--- config.mk ---
export PLATFORM = sky130hd
export DESIGN_NAME = chanAttnRouter
export DESIGN_NICKNAME = d
export VERILOG_FILES = /design/src/rtl/attnPkg.sv /design/src/rtl/ctrlPort.sv /design/src/rtl/gainPath.sv /design/src/rtl/chanAttnRouter.sv
export SDC_FILE = /design/constraint.sdc
export NUM_CORES = 1
export LEC_CHECK = 0
export BUFFER_PORTS_ARGS = -buffer_cell sky130_fd_sc_hd__buf_2
export CORE_MARGIN = 4
export CORE_UTILIZATION = 56
export DETAILED_ROUTE_END_ITERATION = 6
export PLACE_DENSITY = 0.81
export SETUP_SLACK_MARGIN = 0.4
export SYNTH_ARGS = -nofsm -noshare
export SYNTH_HDL_FRONTEND = slang
export SYNTH_SLANG_ARGS = --single-unit
--- constraint.sdc ---
create_clock -name clk -period 22.7 [get_ports clk]
set_clock_uncertainty 0.2 [all_clocks]
set_input_delay 1.135 -clock clk [delete_from_list [all_inputs] [get_ports clk]]
set_output_delay 1.135 -clock clk [all_outputs]
set_load 0.02 [all_outputs]
--- src/rtl/attnPkg.sv ---
package attnPkg;
  localparam int DATA_W = 16;
  localparam int ATT_W  = 8;
  localparam int WORD_W = 16;

  typedef enum logic [1:0] {
    SRC_LEFT  = 2'b00,
    SRC_RIGHT = 2'b01,
    SRC_SUM   = 2'b10,
    SRC_MUTE  = 2'b11
  } srcSel_t;

  typedef enum logic [1:0] {
    ADDR_ATT_L = 2'b00,
    ADDR_ATT_R = 2'b01,
    ADDR_MODE  = 2'b10,
    ADDR_NONE  = 2'b11
  } regAddr_t;

  typedef struct packed {
    logic [ATT_W-1:0] attL;
    logic [ATT_W-1:0] attR;
    srcSel_t          srcOne;
    srcSel_t          srcTwo;
    logic             deemph;
  } ctrlBus_t;
endpackage

--- src/rtl/ctrlPort.sv ---
module ctrlPort
  import attnPkg::*;
#(
  parameter int SYNC_STAGES = 2
) (
  input  logic     clk,
  input  logic     rstN,
  input  logic     serData,
  input  logic     serClk,
  input  logic     serLatch,
  output ctrlBus_t cfg
);
  localparam int SYNC_TOP = SYNC_STAGES;

  logic [SYNC_TOP:0]   datQ, clkQ, latQ;
  logic                clkRise, latchRise, datBit;
  logic [WORD_W-1:0]   shiftReg;
  regAddr_t            wordAddr;
  logic [ATT_W-1:0]    wordVal;

  always_ff @(posedge clk or negedge rstN) begin
    if (!rstN) begin
      datQ <= '0;
      clkQ <= '0;
      latQ <= '0;
    end else begin
      datQ <= {datQ[SYNC_TOP-1:0], serData};
      clkQ <= {clkQ[SYNC_TOP-1:0], serClk};
      latQ <= {latQ[SYNC_TOP-1:0], serLatch};
    end
  end

  assign datBit    = datQ[SYNC_TOP-1];
  assign clkRise   = clkQ[SYNC_TOP-1] & ~clkQ[SYNC_TOP];
  assign latchRise = latQ[SYNC_TOP-1] & ~latQ[SYNC_TOP];
  assign wordAddr  = regAddr_t'(shiftReg[WORD_W-1 -: 2]);
  assign wordVal   = shiftReg[ATT_W-1:0];

  always_ff @(posedge clk or negedge rstN) begin
    if (!rstN) shiftReg <= '0;
    else if (clkRise) shiftReg <= {shiftReg[WORD_W-2:0], datBit};
  end

  always_ff @(posedge clk or negedge rstN) begin
    if (!rstN) begin
      cfg.attL   <= '1;
      cfg.attR   <= '1;
      cfg.srcOne <= SRC_LEFT;
      cfg.srcTwo <= SRC_RIGHT;
      cfg.deemph <= 1'b0;
    end else if (latchRise) begin
      unique case (wordAddr)
        ADDR_ATT_L: cfg.attL <= wordVal;
        ADDR_ATT_R: cfg.attR <= wordVal;
        ADDR_MODE: begin
          cfg.srcOne <= srcSel_t'(wordVal[1:0]);
          cfg.srcTwo <= srcSel_t'(wordVal[3:2]);
          cfg.deemph <= wordVal[4];
        end
        default: ;
      endcase
    end
  end


  att_l_commit_chk: assert property (@(posedge clk) disable iff (!rstN)
    latchRise && wordAddr == ADDR_ATT_L |=> cfg.attL == $past(shiftReg[ATT_W-1:0]));

  addr_none_ignored_chk: assert property (@(posedge clk) disable iff (!rstN)
    latchRise && wordAddr == ADDR_NONE |=> $stable(cfg));

  no_latch_hold_chk: assert property (@(posedge clk) disable iff (!rstN)
    !latchRise |=> $stable(cfg));
endmodule

--- src/rtl/gainPath.sv ---
module gainPath
  import attnPkg::*;
(
  input  logic                     clk,
  input  logic                     rstN,
  input  ctrlBus_t                 cfg,
  input  logic                     inValid,
  input  logic signed [DATA_W-1:0] inLeft,
  input  logic signed [DATA_W-1:0] inRight,
  output logic                     outValid,
  output logic signed [DATA_W-1:0] outOne,
  output logic signed [DATA_W-1:0] outTwo,
  output logic                     deemphOn
);
  localparam int PROD_W = DATA_W + ATT_W + 2;
  localparam int SUM_W  = DATA_W + 1;
  localparam int NCH    = 2;
  localparam logic signed [DATA_W-1:0] MAX_S = {1'b0, {(DATA_W-1){1'b1}}};
  localparam logic signed [DATA_W-1:0] MIN_S = {1'b1, {(DATA_W-1){1'b0}}};

  function automatic logic signed [DATA_W-1:0] satWide(input logic signed [PROD_W-ATT_W-1:0] v);
    if (v > PROD_W'(signed'(MAX_S)))      return MAX_S;
    else if (v < PROD_W'(signed'(MIN_S))) return MIN_S;
    else                                  return v[DATA_W-1:0];
  endfunction

  function automatic logic signed [DATA_W-1:0] satSum(input logic signed [SUM_W-1:0] v);
    if (v > SUM_W'(signed'(MAX_S)))      return MAX_S;
    else if (v < SUM_W'(signed'(MIN_S))) return MIN_S;
    else                                 return v[DATA_W-1:0];
  endfunction

  logic signed [DATA_W-1:0] chIn   [NCH];
  logic        [ATT_W-1:0]  chCode [NCH];
  logic signed [DATA_W-1:0] chOut  [NCH];

  assign chIn[0]   = inLeft;
  assign chIn[1]   = inRight;
  assign chCode[0] = cfg.attL;
  assign chCode[1] = cfg.attR;

  for (genvar ch = 0; ch < NCH; ch++) begin : gAttn
    logic        [ATT_W:0]           gainVal;
    logic signed [PROD_W-1:0]        prod;
    logic signed [PROD_W-ATT_W-1:0]  scaled;
    always_comb begin
      gainVal = {1'b0, chCode[ch]} + (ATT_W+1)'(1);
      prod    = $signed({{(PROD_W-DATA_W){chIn[ch][DATA_W-1]}}, chIn[ch]})
              * $signed({{(PROD_W-ATT_W-1){1'b0}}, gainVal});
      scaled  = prod[PROD_W-1:ATT_W];
      chOut[ch] = (chCode[ch] == '0) ? '0 : satWide(scaled);
    end
  end

  logic signed [SUM_W-1:0]  sumWide;
  logic signed [SUM_W-1:0]  sumHalf;
  logic signed [DATA_W-1:0] sumOut;

  always_comb begin
    sumWide = SUM_W'(chOut[0]) + SUM_W'(chOut[1]);
    sumHalf = sumWide >>> 1;
    sumOut  = satSum(sumHalf);
  end

  function automatic logic signed [DATA_W-1:0] pick(input srcSel_t s,
      input logic signed [DATA_W-1:0] l, input logic signed [DATA_W-1:0] r,
      input logic signed [DATA_W-1:0] m);
    unique case (s)
      SRC_LEFT:  return l;
      SRC_RIGHT: return r;
      SRC_SUM:   return m;
      default:   return '0;
    endcase
  endfunction

  always_ff @(posedge clk or negedge rstN) begin
    if (!rstN) begin
      outValid <= 1'b0;
      outOne   <= '0;
      outTwo   <= '0;
      deemphOn <= 1'b0;
    end else begin
      outValid <= inValid;
      if (inValid) begin
        outOne   <= pick(cfg.srcOne, chOut[0], chOut[1], sumOut);
        outTwo   <= pick(cfg.srcTwo, chOut[0], chOut[1], sumOut);
        deemphOn <= cfg.deemph;
      end
    end
  end


  valid_follow_chk: assert property (@(posedge clk) disable iff (!rstN)
    inValid |=> outValid);

  hold_between_chk: assert property (@(posedge clk) disable iff (!rstN)
    !inValid |=> $stable(outOne) && $stable(outTwo) && $stable(deemphOn) && !outValid);

  mute_one_chk: assert property (@(posedge clk) disable iff (!rstN)
    inValid && cfg.srcOne == SRC_MUTE |=> outOne == '0);

  unity_pass_chk: assert property (@(posedge clk) disable iff (!rstN)
    inValid && cfg.srcOne == SRC_LEFT && cfg.attL == '1 |=> outOne == $past(inLeft));
endmodule

--- src/rtl/chanAttnRouter.sv ---
module chanAttnRouter
  import attnPkg::*;
#(
  parameter int SYNC_STAGES = 2
) (
  input  logic                     clk,
  input  logic                     rstN,
  input  logic                     serData,
  input  logic                     serClk,
  input  logic                     serLatch,
  input  logic                     inValid,
  input  logic signed [DATA_W-1:0] inLeft,
  input  logic signed [DATA_W-1:0] inRight,
  output logic                     outValid,
  output logic signed [DATA_W-1:0] outOne,
  output logic signed [DATA_W-1:0] outTwo,
  output logic                     deemphOn
);
  ctrlBus_t cfgBus;

  ctrlPort #(.SYNC_STAGES(SYNC_STAGES)) u_ctrl (
    .clk(clk), .rstN(rstN), .serData(serData), .serClk(serClk),
    .serLatch(serLatch), .cfg(cfgBus)
  );

  gainPath u_path (
    .clk(clk), .rstN(rstN), .cfg(cfgBus), .inValid(inValid),
    .inLeft(inLeft), .inRight(inRight), .outValid(outValid),
    .outOne(outOne), .outTwo(outTwo), .deemphOn(deemphOn)
  );
endmodule

* Word-level counts from Yosys, hierarchy flattened
Index checks and enable logic that the tools add are counted.
** Operators by class
- $add $sub $neg :: 3
- $mul :: 2
- Magnitude comparators :: 6
- Equal/unequal tests :: 6
- Mux-type cells :: 10
- Bitwise logic cells :: 4
- Reductions and logical operators :: 8
** Operators with widths (number)
- 16-bit 2-to-1 mux :: 8
- 16-bit one-hot mux with 3 select lines :: 2
- 16-bit by 10-bit multiplier with 26-bit output :: 2
- 18-bit by 16-bit greater-than comparator with 1-bit output, second input constant :: 2
- 18-bit by 16-bit < comparator with 1-bit output, second input constant :: 2
- 8-bit by 1-bit adder with 9-bit output, second input constant :: 2
- 16-bit by 16-bit adder with 17-bit output :: 1
- 16-bit greater-than comparator, second input constant :: 1
- 8-bit zero test :: 2
- 16-bit < comparator, second input constant :: 1
- 2-bit by 1-bit equality test with 1-bit output, second input constant :: 3
- 2-bit equality test, second input constant :: 3
- 2-bit zero test :: 3
- 2-bit AND reduction :: 3
- 1-bit bitwise AND :: 2
- 1-bit inverter :: 2
** Word-level totals
- Flip-flop bits (word level) :: 79
- Input bits :: 38
- Output and inout port bits :: 34
- Word-level logic and storage cells :: 52

* Depth between registers and ports, before layout
Gate-level depths: netlist of the first run.
- Depth in word-level cells :: 11
- Depth in mapped cells :: 40
- Depth with buffers taken out :: 38

* By module
A second synthesis of the first run with hierarchy kept.
** Second synthesis, totals
- Cells, all modules :: 1794
- Area total of the unflattened synthesis :: 15805.2 um^2
** By module, submodules not included
- gainPath :: instances 1, cells an instance 1705, area each 14173.6 um^2, seq. area each 850.8 um^2
- ctrlPort :: instances 1, cells an instance 89, area each 1631.6 um^2, seq. area each 1147.4 um^2

* Least setup slack after synthesis of the first run
No wires, ideal clock.
- Path type :: register -> register
- From :: register, netlist name u_ctrl.cfg[5]
- To :: register u_path.outOne[11]
- Arrival time :: 9075 ps
- Path slack :: 13348 ps
- Stages on the path, launching flop included :: 41
- Buffers on the path :: 3
- Period minus slack after synthesis :: 9352 ps
- Path through :: dfstp_2 > inv_1 > clkbuf_1 > ha_1 > clkbuf_1 > nand2_1 > fa_1 > inv_1 > fa_1 > inv_1 > fa_1 > inv_1 > fa_1 > inv_1 > fa_1 > inv_1 > ha_1 > a21oi_1 > (+5 left out) > o211ai_2 > clkbuf_1 > a21o_1 > nand2_1 > inv_1 > fa_1 > a21o_1 > a21oi_1 > o21bai_1 > a21oi_1 > o21bai_1 > a311oi_1 > nor2_1 > o221ai_1 > a21boi_0 > mux2i_1 > a2bb2oi_1 > a21oi_1
** On the way
- Cells in the longest elaborated chain, start to end :: 11
** Ends and longest elaborated chain
- 8-bit by 1-bit adder with 9-bit output :: RTL line gainPath.sv:47 : gainVal = {1'b0, chCode[ch]} + (ATT_W+1)'(1);
- 16-bit by 10-bit multiplier with 26-bit output :: RTL line gainPath.sv:49 : * $signed({{(PROD_W-ATT_W-1){1'b0}}, gainVal});
- 18-bit by 16-bit < comparator with 1-bit output :: RTL line gainPath.sv:23 : else if (v < PROD_W'(signed'(MIN_S))) return MIN_S;
- 16-bit 2-to-1 mux :: RTL line gainPath.sv:23
- 16-bit 2-to-1 mux :: RTL line gainPath.sv:22 : if (v > PROD_W'(signed'(MAX_S))) return MAX_S;
- 16-bit 2-to-1 mux (*) :: RTL line gainPath.sv:51 : chOut[ch] = (chCode[ch] == '0) ? '0 : satWide(scaled);
- 16-bit by 16-bit adder with 17-bit output :: RTL line gainPath.sv:60 : sumWide = SUM_W'(chOut[0]) + SUM_W'(chOut[1]);
- 16-bit < comparator :: RTL line gainPath.sv:29 : else if (v < SUM_W'(signed'(MIN_S))) return MIN_S;
- 16-bit 2-to-1 mux :: RTL line gainPath.sv:29
- 16-bit 2-to-1 mux :: RTL line gainPath.sv:28 : if (v > SUM_W'(signed'(MAX_S))) return MAX_S;
- 16-bit one-hot mux with 3 select lines (*) :: RTL line gainPath.sv:68 : unique case (s)
- end signal: assignment :: RTL line gainPath.sv:85 : outOne <= pick(cfg.srcOne, chOut[0], chOut[1], sumOut);
- end: declaration :: RTL line gainPath.sv:11 : output logic signed [DATA_W-1:0] outOne,
Every way passes the cells marked *; elsewhere a longest branch is shown, timed or not.
A chain may end at the register's enable or synchronous reset.

* Worst setup path in the final report of the first run
- From :: register, netlist name u_ctrl.cfg[13]
- To :: register u_path.outTwo[11]
** On the way
- Cells in the longest elaborated chain, start to end :: 11
** Ends and longest elaborated chain
- 8-bit by 1-bit adder with 9-bit output :: RTL line gainPath.sv:47
- 16-bit by 10-bit multiplier with 26-bit output :: RTL line gainPath.sv:49
- 18-bit by 16-bit < comparator with 1-bit output :: RTL line gainPath.sv:23
- 16-bit 2-to-1 mux :: RTL line gainPath.sv:23
- 16-bit 2-to-1 mux :: RTL line gainPath.sv:22
- 16-bit 2-to-1 mux (*) :: RTL line gainPath.sv:51
- 16-bit by 16-bit adder with 17-bit output :: RTL line gainPath.sv:60
- 16-bit < comparator :: RTL line gainPath.sv:29
- 16-bit 2-to-1 mux :: RTL line gainPath.sv:29
- 16-bit 2-to-1 mux :: RTL line gainPath.sv:28
- 16-bit one-hot mux with 3 select lines (*) :: RTL line gainPath.sv:68
- end signal: assignment :: RTL line gainPath.sv:86 : outTwo <= pick(cfg.srcTwo, chOut[0], chOut[1], sumOut);
- end: declaration :: RTL line gainPath.sv:12 : output logic signed [DATA_W-1:0] outTwo,
Marked as above.

==> summary.txt, run 1 <==
Run status
  • Status: finished clean

Logic synthesis
  • Largest family of logic cells by synthesized area: adder cells
  • XOR/XNOR Fraction of Synth Area: 0.0330
  • Post-synthesis mux area share: 0.0370
  • Syn nets: roughly 2,200
  • Mapped cell area: 15,600 µm²
  • EDFF count, synth: 0
  • Post-synthesis compound-gate area fraction: 0.120
  • Mean post-synth cell area: slightly below 9 µm²
  • Synth Warn #: 0
  • Post-synthesis instance total: ~1,800
  • Count of distinct cell types in the synthesized netlist: 75
  • Simple-gate portion of the synthesized area: 0.173
  • Synthesis-stage register bit count: about 80
  • Main synth FF type: dfrtp_1
  • FFs w/ async S/R, synth: 1.00
  • Synth Area in Adders: 0.416
  • Post-synthesis sequential area ratio: 0.128

Drt
  • Drt via density: around 5.7
  • # DRC: 0
  • DR iter-0 viols: around 780
  • Total number of vias: between 10,000 and 15,000
  • Post-DRT Antenna Nets: 0
  • Drt first pass iters: 5
  • WL final: about 37,000 µm
  • DR WL/cell: between 15 and 20 µm

Timing
  • Period utilization: 0.475
  • Hold_ws: between 100 and 150 ps
  • Relative slew slack: 0.150
  • Setup TNS Final: 0 ps
  • RSZ-0062 raised after global routing: no
  • Worst slew pin tran: ~1300 ps
  • Final Critical Period: ~11,000 ps
  • Max Slew Vio Count: 0
  • Hold Violations, Final: 0
  • Final setup vio count: 0
  • Max Freq: just over 90 MHz

Layout
  • Final Core Density: 0.610
  • Final instance area: between 15,000 and 20,000 µm²
  • Final antenna diode count: 0
  • Synth-to-layout area growth: 6.55%
  • Nets@finish: approximately 2,200
  • Layout cell share with drive strength beyond 1: 0.0990

GRT
  • Overflow after GRT: 0
  • Vias in the first global route: approximately 13,000
  • Largest net degree at the start of global routing: 80
  • Antenna violations before repair: 0
  • Gr usage total: 0.254
  • First-pass GRT wire length: between 60,000 and 70,000 µm

Job
  • Number of max-cap violations: 0

Setup path
  • Depth of the worst register-to-register path: 36
  • CP Capture Type: flop
  • Worst path required time: 22,770 ps
  • Reg2reg start: u_ctrl.cfg[13]
  • WS Path Type: reg -> reg
  • Flop-to-flop setup slack: about 12,000 ps
  • R2r endpoint: u_path.outTwo[11]
  • Critical Path AT: about 11,000 ps
  • Startpoint types: flop
  • Max stage delay on crit path: between 900 and 1000 ps
  • Slowest cell on crit path: xor2_1
  • CP max FO: 16

Min path
  • HP Start: u_ctrl.clkQ[0]
  • Hold depth: 0
  • End of the worst hold path: u_ctrl.clkQ[1]
  • Min-Delay Path Class: reg -> reg

Clock tree
  • CTS Hold Bufs: 0
  • CTS resizes: 0
  • Clock slew seen by the registers of the worst setup and hold paths: roughly 70 ps
  • Clk sinks: 79
  • Number of setup buffers added after CTS: 0
  • CTS max path bufs: 2
  • Clock latency on the worst-skew pair: approximately 350 ps
  • Root Driver: clkbuf_16
  • H-tree depth: 3
  • TritonCTS clock tree: yes
  • Num CTS Buffers: 9

Floorplan
  • Height of the chip: about 170 µm
  • Die area: slightly above 30,000 µm²
  • Die width: roughly 170 µm
  • Initial core utilization: 0.573
  • # IOs: 72
  • Std cell rows: 60
  • Core ar.: about 27,000 µm²

Place
  • Hpwl dp: 30,000 µm
  • Placed cell area: 16,300 µm²
  • GP Congestion: roughly 0.94
  • I/O Buffers: 71
==> kinds of logic (layout without fill, tap and decap cells) <==
| family | Yosys count | after routing |
|---|---|---|
| AND/OR/NAND/NOR | 538 | 538 |
| flip-flops | 79 | 79 |
| XOR/XNOR | 57 | 57 |
| buffers and inverters | 382 | 422 |
| AO/OA/AOI/OAI | 277 | 277 |
| multiplexers | 53 | 53 |
| adder cells (fa/ha/maj) | 372 | 372 |
==> cell type report <==
class,count,area (µm²)
clock buffers,9,225
fillers,2290,10600
repair buffers,86,470
flip-flops and latches,79,2000
multi-input cells,1297,12100
well taps,372,465
inverters,320,1200
clock inverters,7,83.8
==> placed cells by master (no fill, tap or decap), drive strengths merged, types with 51 or more instances in the layout <==
| master | Yosys | routed |
|---|---|---|
| inv | 320 | 325 |
| and2 | 119 | 119 |
| fa | 243 | 243 |
| dfrtp | 62 | 62 |
| nor2 | 64 | 64 |
| ha | 129 | 129 |
| nor2b | 51 | 51 |
| buf | 10 | 86 |
| a21oi | 96 | 96 |
| nand2 | 207 | 207 |
==> worst max-delay path by stage <==
stage	slack, ps	cells past startpoint	from	endpoint
CTS	12020	36	u_ctrl.cfg[13]	u_path.outTwo[13]
finish	11910	36	u_ctrl.cfg[13]	u_path.outTwo[11]
detailed placement	12000	36	u_ctrl.cfg[13]	u_path.outTwo[13]
floorplan	13350	40	u_ctrl.cfg[5]	u_path.outOne[11]
global route	11130	36	u_ctrl.cfg[13]	u_path.outTwo[13]
global placement	12290	35	u_ctrl.cfg[5]	u_path.outTwo[13]
==> per-layer routing <==
metal  track usage  share of wire
met3        0.0275          0.050
met5             0              0
met2         0.449           0.50
met1         0.333           0.42
met4        0.0736          0.025
==> metrics by stage <==
| step | cells | worst slack (ps) |
|---|---|---|
| after CTS | 2170 | 12020 |
| after floorplan | 1758 | 13350 |
| final | 2170 | 11910 |
| after detailed placement | 2154 | 12000 |
| after global placement | 2154 | 12290 |
| after global routing | 2170 | 11130 |
==> registers in the layout, summed over array words and instances (netlist names) <==
signal / count
u_ctrl.cfg: 21
u_ctrl.clkQ: 3
u_ctrl.datQ: 2
u_ctrl.latQ: 3
u_ctrl.shiftReg: 16
u_path.deemphOn: 1
u_path.outOne: 16
u_path.outTwo: 16
u_path.outValid: 1
==> critical path, delay by kind of cell (launching register included) <==
kind	cells	cell delay [ps]
mux	1	150
xor+xnor	1	990
simple gates	6	1040
buf+inv	3	150
fa+ha+maj	8	3610
flops	1	610
compound gates	17	3950
==> Yosys cell counts (18+ instances only) <==
| cell type | count | share of area |
|---|---|---|
| fa_1 | 243 | 0.31 |
| nand2_1 | 207 | 0.050 |
| ha_1 | 129 | 0.10 |
| nor2b_1 | 51 | 0.021 |
| nand3_1 | 19 | 0.0061 |
| clkbuf_1 | 52 | 0.013 |
| xnor2_1 | 38 | 0.021 |
| a21oi_1 | 95 | 0.031 |
| inv_1 | 320 | 0.077 |
| dfrtp_1 | 62 | 0.10 |
| a21o_1 | 25 | 0.012 |
| xor2_1 | 18 | 0.010 |
| nor2_1 | 63 | 0.015 |
| o21ai_0 | 35 | 0.011 |
| and2_1 | 119 | 0.048 |
| mux2_2 | 35 | 0.025 |
Power of run 1 is left out: the tool's default activity adds up to more than one toggle a clock period on the data nets, which glitch-free logic cannot reach.
==> run 2: changes to the inputs <==
==> constraint.sdc (replaced) <==
create_clock -name clk -period 11 [get_ports clk]
set_clock_uncertainty 0.2 [all_clocks]
set_input_delay 0.55 -clock clk [delete_from_list [all_inputs] [get_ports clk]]
set_output_delay 0.55 -clock clk [all_outputs]
set_load 0.02 [all_outputs]
==> run 2 against run 1 <==
Design area grew 1.2%. Register-to-register slack worse by 11000 ps. Critical path depth rose by 1. Non-clock buffer count grew 16.
==> summary.txt, run 2 (synthesis results as in run 1) <==
Min path
  • Hold depth: 1 (+1)
  • Min-Delay Path Class: in -> reg

GRT
  • Vias in the first global route: 13,200 (-1.3%)
  • First-pass GRT wire length: 64,600 µm (-0.32%)
  • Antenna violations before repair: 0 (unchanged)
  • Largest net degree at the start of global routing: 80 (unchanged)
  • Overflow after GRT: 0 (unchanged)
  • Gr usage total: 0.254 (about the same)

Layout
  • Synth-to-layout area growth: 7.85%
  • Commonest cells after routing, fill and taps aside: inv_1, fa_1, nand2_1
  • Fill cells: 2,275 (-0.66%)
  • Commonest non-fill, non-tap cell in the layout: inv_1
  • Final antenna diode count: 0 (unchanged)
  • Final Core Density: 0.618 (+0.00741)
  • Layout cell share with drive strength beyond 1: 0.111 (+0.0118)
  • Flip-flop count of the largest register after layout: 21 (unchanged)
  • Nets@finish: 2,219 (+0.73%)
  • Most flops, register: u_ctrl.cfg

Clock tree
  • Clk sinks: 79 (unchanged)
  • H-tree depth: 3 (unchanged)
  • TritonCTS clock tree: yes
  • Num CTS Buffers: 9 (unchanged)
  • Clock latency on the worst-skew pair: 350 ps (about the same)
  • Clock slew seen by the registers of the worst setup and hold paths: 70 ps (about the same)
  • CTS max path bufs: 2 (unchanged)
  • Root Driver: clkbuf_16
  • CTS Hold Bufs: 0 (unchanged)

Drt
  • Post-DRT Antenna Nets: 0 (unchanged)
  • WL final: 37,500 µm (+1.4%)
  • Drt via density: 5.73 (+0.72%)
  • Total number of vias: 12,500 (+1.5%)
  • DR iter-0 viols: 947 (+21%)
  • DR WL/cell: 17.2 µm (+0.69%)
  • # DRC: 0 (unchanged)
  • Drt first pass iters: 6 (+1)

Floorplan
  • Initial core utilization: 0.573 (unchanged)
  • # IOs: 72 (unchanged)
  • Height of the chip: 175 µm (unchanged)
  • Core ar.: 27,200 µm² (unchanged)
  • Die area: 30,500 µm² (unchanged)
  • Die width: 175 µm (unchanged)
  • Std cell rows: 60 (unchanged)

Timing
  • Max Freq: 100 MHz (+8.1%)
  • Hold Violations, Final: 0 (unchanged)
  • RSZ-0062 raised after global routing: no
  • Max Slew Vio Count: 0 (unchanged)
  • Worst slew pin tran: 1260 ps (-6.12 ps)
  • Hold_ws: 105 ps (-43.8 ps)
  • Setup TNS Final: 0 ps (unchanged)
  • Final Critical Period: 9980 ps (-812 ps)
  • Period utilization: 0.907 (+0.432)
  • Final setup vio count: 0 (unchanged)
  • Relative slew slack: 0.151 (+0.000466)

Setup path
  • Critical path endpoint: u_path.outTwo[11]
  • CP max FO: 16 (unchanged)
  • Depth of the worst register-to-register path: 37 (+2.8%)
  • R2r endpoint: u_path.outTwo[11]
  • CP Capture Type: flop
  • Startpoint types: flop
  • Reg2reg start: u_ctrl.cfg[5]
  • Worst path required time: 11,070 ps (-11,700 ps)
  • Max stage delay on crit path: 630 ps (-360 ps)
  • Critical Path AT: 10,050 ps (-810 ps)
  • Slowest cell on crit path: dfstp_2
  • Flop-to-flop setup slack: 1020 ps (-10,890 ps)
  • Crit. Startpoint: u_ctrl.cfg[5]
  • WS Path Type: reg -> reg
  • Critical Path Most Common Cell: fa_1

Run status
  • Status: finished clean

Place
  • GP Congestion: 0.921 (-2.0%)
  • I/O Buffers: 71 (unchanged)
  • Hpwl dp: 29,900 µm (-0.40%)

Job
  • Number of max-cap violations: 0 (unchanged)
run 2: metal layers:
metal	vias up	global-route usage	wire length, µm
met3	78	0.0325	2090
met4	0	0.0799	1040
li1	5734	-	-
met1	6276	0.333	15800
met2	444	0.442	18600
met5	-	0	0
run 2: final cells by class:
| cell class | count | area (µm²) | area share |
|---|---|---|---|
| Clock buffer | 9 | 225 | 0.0134 |
| Sequential cell | 79 | 2000 | 0.119 |
| Clock inverter | 7 | 103 | 0.00611 |
| Inverter | 320 | 1200 | 0.0716 |
| Timing Repair Buffer | 102 | 591 | 0.0352 |
| Tap cell | 372 | 465 | 0.0277 |
| Multi-Input combinational cell | 1297 | 12200 | 0.727 |
run 2: worst min path at each step:
stage | start | endpoint | slack, ps
after floorplan | rstN | u_ctrl.cfg[0] | 50
after global placement | u_ctrl.clkQ[0] | u_ctrl.clkQ[1] | 140
after detailed placement | u_ctrl.clkQ[0] | u_ctrl.clkQ[1] | 130
after CTS | serClk | u_ctrl.clkQ[0] | 100
after global routing | serClk | u_ctrl.clkQ[0] | 90
final | serClk | u_ctrl.clkQ[0] | 100
run 2: worst max-delay path, delay by kind of cell, from the launching register on:
kind | cells | cell delay, ps
AOI/OAI and AO/OA | 17 | 3930
adders and majority gates | 8 | 3430
xor gates and xnor gates | 1 | 400
buffers and inverters | 4 | 350
DFF | 1 | 630
and+or+nand+nor | 6 | 810
muxes | 1 | 150
run 2: stage by stage:
step / setup slack (ps) / area (µm²) / cells
after floorplan: 1650 / 15600 / 1758
after CTS: 472 / 16600 / 2174
after global routing: 392 / 16800 / 2186
after detailed placement: 536 / 16300 / 2158
after global placement: 870 / 16300 / 2158
final: 1020 / 16800 / 2186
run 2: what timing repair did:
item                       4_1_cts  5_1_grt
gates resized for setup          0       12
setup buffers                    0       12
setup endpoints to repair        0       18
Power of run 2 is left out for the same reason.
==> run 3: changes to the inputs <==
--- a/config.mk
+++ b/config.mk
@@ -6,6 +6,7 @@
 export NUM_CORES = 1
 export LEC_CHECK = 0
 export BUFFER_PORTS_ARGS = -buffer_cell sky130_fd_sc_hd__buf_2
+export CORE_ASPECT_RATIO = 1.4
 export CORE_MARGIN = 4
 export CORE_UTILIZATION = 56
 export DETAILED_ROUTE_END_ITERATION = 6
==> run 3 against run 2 <==
Design area is 0.16% lower. Die area is 0.13% higher. Critical path type unchanged. Wire length is 1.9% higher. Via count is 0.71% lower.
==> summary.txt, run 3 (synthesis results as in run 1) <==
Run status
  • Status: finished clean

Layout
  • Nets@finish: 2,211 (-0.36%)
  • Most flops, register: u_ctrl.cfg
  • Layout cell share with drive strength beyond 1: 0.110 (-0.000617)
  • Commonest cells after routing, fill and taps aside: inv_1, fa_1, nand2_1
  • Commonest non-fill, non-tap cell in the layout: inv_1
  • Synth-to-layout area growth: 7.67%
  • Final antenna diode count: 0 (unchanged)
  • Flip-flop count of the largest register after layout: 21 (unchanged)

Setup path
  • CP max FO: 14 (-2)
  • WS Path Type: reg -> reg
  • Crit. path cell count: 39 (+5.4%)
  • Worst path required time: 11,080 ps (about the same)
  • Critical Path Most Common Cell: a21oi_1
  • Startpoint types: flop
  • CP Capture Type: flop
  • Depth of the worst register-to-register path: 39 (+5.4%)
  • CP delay by family, top: compound AO/OA/AOI/OAI gates
  • Crit. Startpoint: u_ctrl.cfg[13]
  • Reg2reg start: u_ctrl.cfg[13]
  • Slowest cell on crit path: dfstp_2
  • Worst path buffer plus inverter count: 6 (+2)
  • Max stage delay on crit path: 610 ps (-20 ps)
  • Critical Path AT: 10,070 ps (+20 ps)

Drt
  • Drt first pass iters: 6 (unchanged)
  • Total number of vias: 12,400 (-0.71%)
  • DR WL/cell: 17.6 µm (+2.6%)
  • # DRC: 0 (unchanged)
  • WL final: 38,300 µm (+1.9%)
  • Drt via density: 5.73 (about the same)
  • DR iter-0 viols: 709 (-25%)
  • Post-DRT Antenna Nets: 0 (unchanged)

Place
  • Hpwl dp: 30,900 µm (+3.5%)
  • I/O Buffers: 71 (unchanged)
  • GP Congestion: 0.967 (+5.0%)

Timing
  • Relative slew slack: 0.223 (+0.0726)
  • Final setup vio count: 0 (unchanged)
  • Hold Violations, Final: 0 (unchanged)
  • Worst slew pin tran: 1160 ps (-102 ps)
  • Period utilization: 0.908 (+0.00131)
  • Hold_ws: 104 ps (-1.11 ps)
  • RSZ-0062 raised after global routing: no
  • Setup TNS Final: 0 ps (unchanged)
  • Max Freq: 100 MHz (-0.14%)
  • Max Slew Vio Count: 0 (unchanged)
  • Final Critical Period: 9990 ps (+14.4 ps)

GRT
  • First-pass GRT wire length: 64,600 µm (about the same)
  • Gr usage total: 0.260 (+0.00612)
  • Vias in the first global route: 13,500 (+2.2%)
  • Antenna violations before repair: 0 (unchanged)
  • Largest net degree at the start of global routing: 80 (unchanged)
  • Overflow after GRT: 0 (unchanged)

Floorplan
  • Die width: 149 µm (-15%)
  • Die area: 30,600 µm² (+0.13%)
  • Height of the chip: 205 µm (+17%)
  • Std cell rows: 71 (+18%)
  • Initial core utilization: 0.574 (+0.00172)
  • Core ar.: 27,100 µm² (-0.30%)
  • # IOs: 72 (unchanged)

Min path
  • Min-Delay Path Class: in -> reg
  • Hold depth: 1 (unchanged)
  • HP Start: serClk

Clock tree
  • Root Driver: clkbuf_16
  • Num CTS Buffers: 9 (unchanged)
  • TritonCTS clock tree: yes
  • CTS max path bufs: 2 (unchanged)
  • H-tree depth: 3 (unchanged)
  • Clk sinks: 79 (unchanged)
  • Clock slew seen by the registers of the worst setup and hold paths: 70 ps (about the same)
  • Clock latency on the worst-skew pair: 360 ps (about the same)

Job
  • Number of max-cap violations: 0 (unchanged)
[run 3: cell types whose count changed in the layout (fill, tap and decap cells not counted), sizes merged]
cell / delta
clkbuf: -1
clkinv: +1
buf: -7
bufinv: -2
inv: +1
[run 3: routing by layer]
metal	GRT usage	vias to the layer above	share of wire	routed length [µm]
met5	0	-	0	0
met4	0.101	0	0.035	1350
met3	0.0245	114	0.044	1670
met2	0.499	384	0.55	20900
met1	0.295	6233	0.37	14300
li1	-	5712	-	-
[run 3: worst paths after layout]
path,end,slack [ps]
worst min-delay path,u_ctrl.clkQ[0],100
worst max-delay path,u_path.outTwo[11],1010
worst max register to register,u_path.outTwo[11],1010
min in group asynchronous,u_path.outValid,140
max in group asynchronous,u_ctrl.clkQ[0],9750
worst min register to register,u_ctrl.clkQ[1],150
[run 3: repair_timing]
item / 4_1_cts / 5_1_grt
resized for setup: 1 / 17
setup endpoints to repair: 2 / 14
pin swaps: 0 / 3
hold buffers: 0 / 0
setup buffers: 0 / 7
[run 3: final cells by class]
type,instances,area [µm²]
Timing Repair Buffer,94,531
Tap cell,365,457
Multi-Input combinational cell,1297,12300
Inverter,320,1200
Clock inverter,7,72.6
Fill cell,2294,10300
Clock buffer,9,225
Sequential cell,79,2000
[run 3: stage by stage]
| step | setup WS, ps | instances | utilization | area (µm²) |
|---|---|---|---|---|
| 2_1_floorplan | 1650 | 1758 | - | 15600 |
| 3_3_place_gp | 636 | 2148 | 0.601 | 16300 |
| 3_5_place_dp | 386 | 2148 | 0.601 | 16300 |
| 4_1_cts | 412 | 2164 | 0.612 | 16600 |
| 5_1_grt | 442 | 2171 | 0.618 | 16800 |
| 6_report | 1010 | 2171 | 0.618 | 16800 |
Power of run 3 is left out for the same reason.
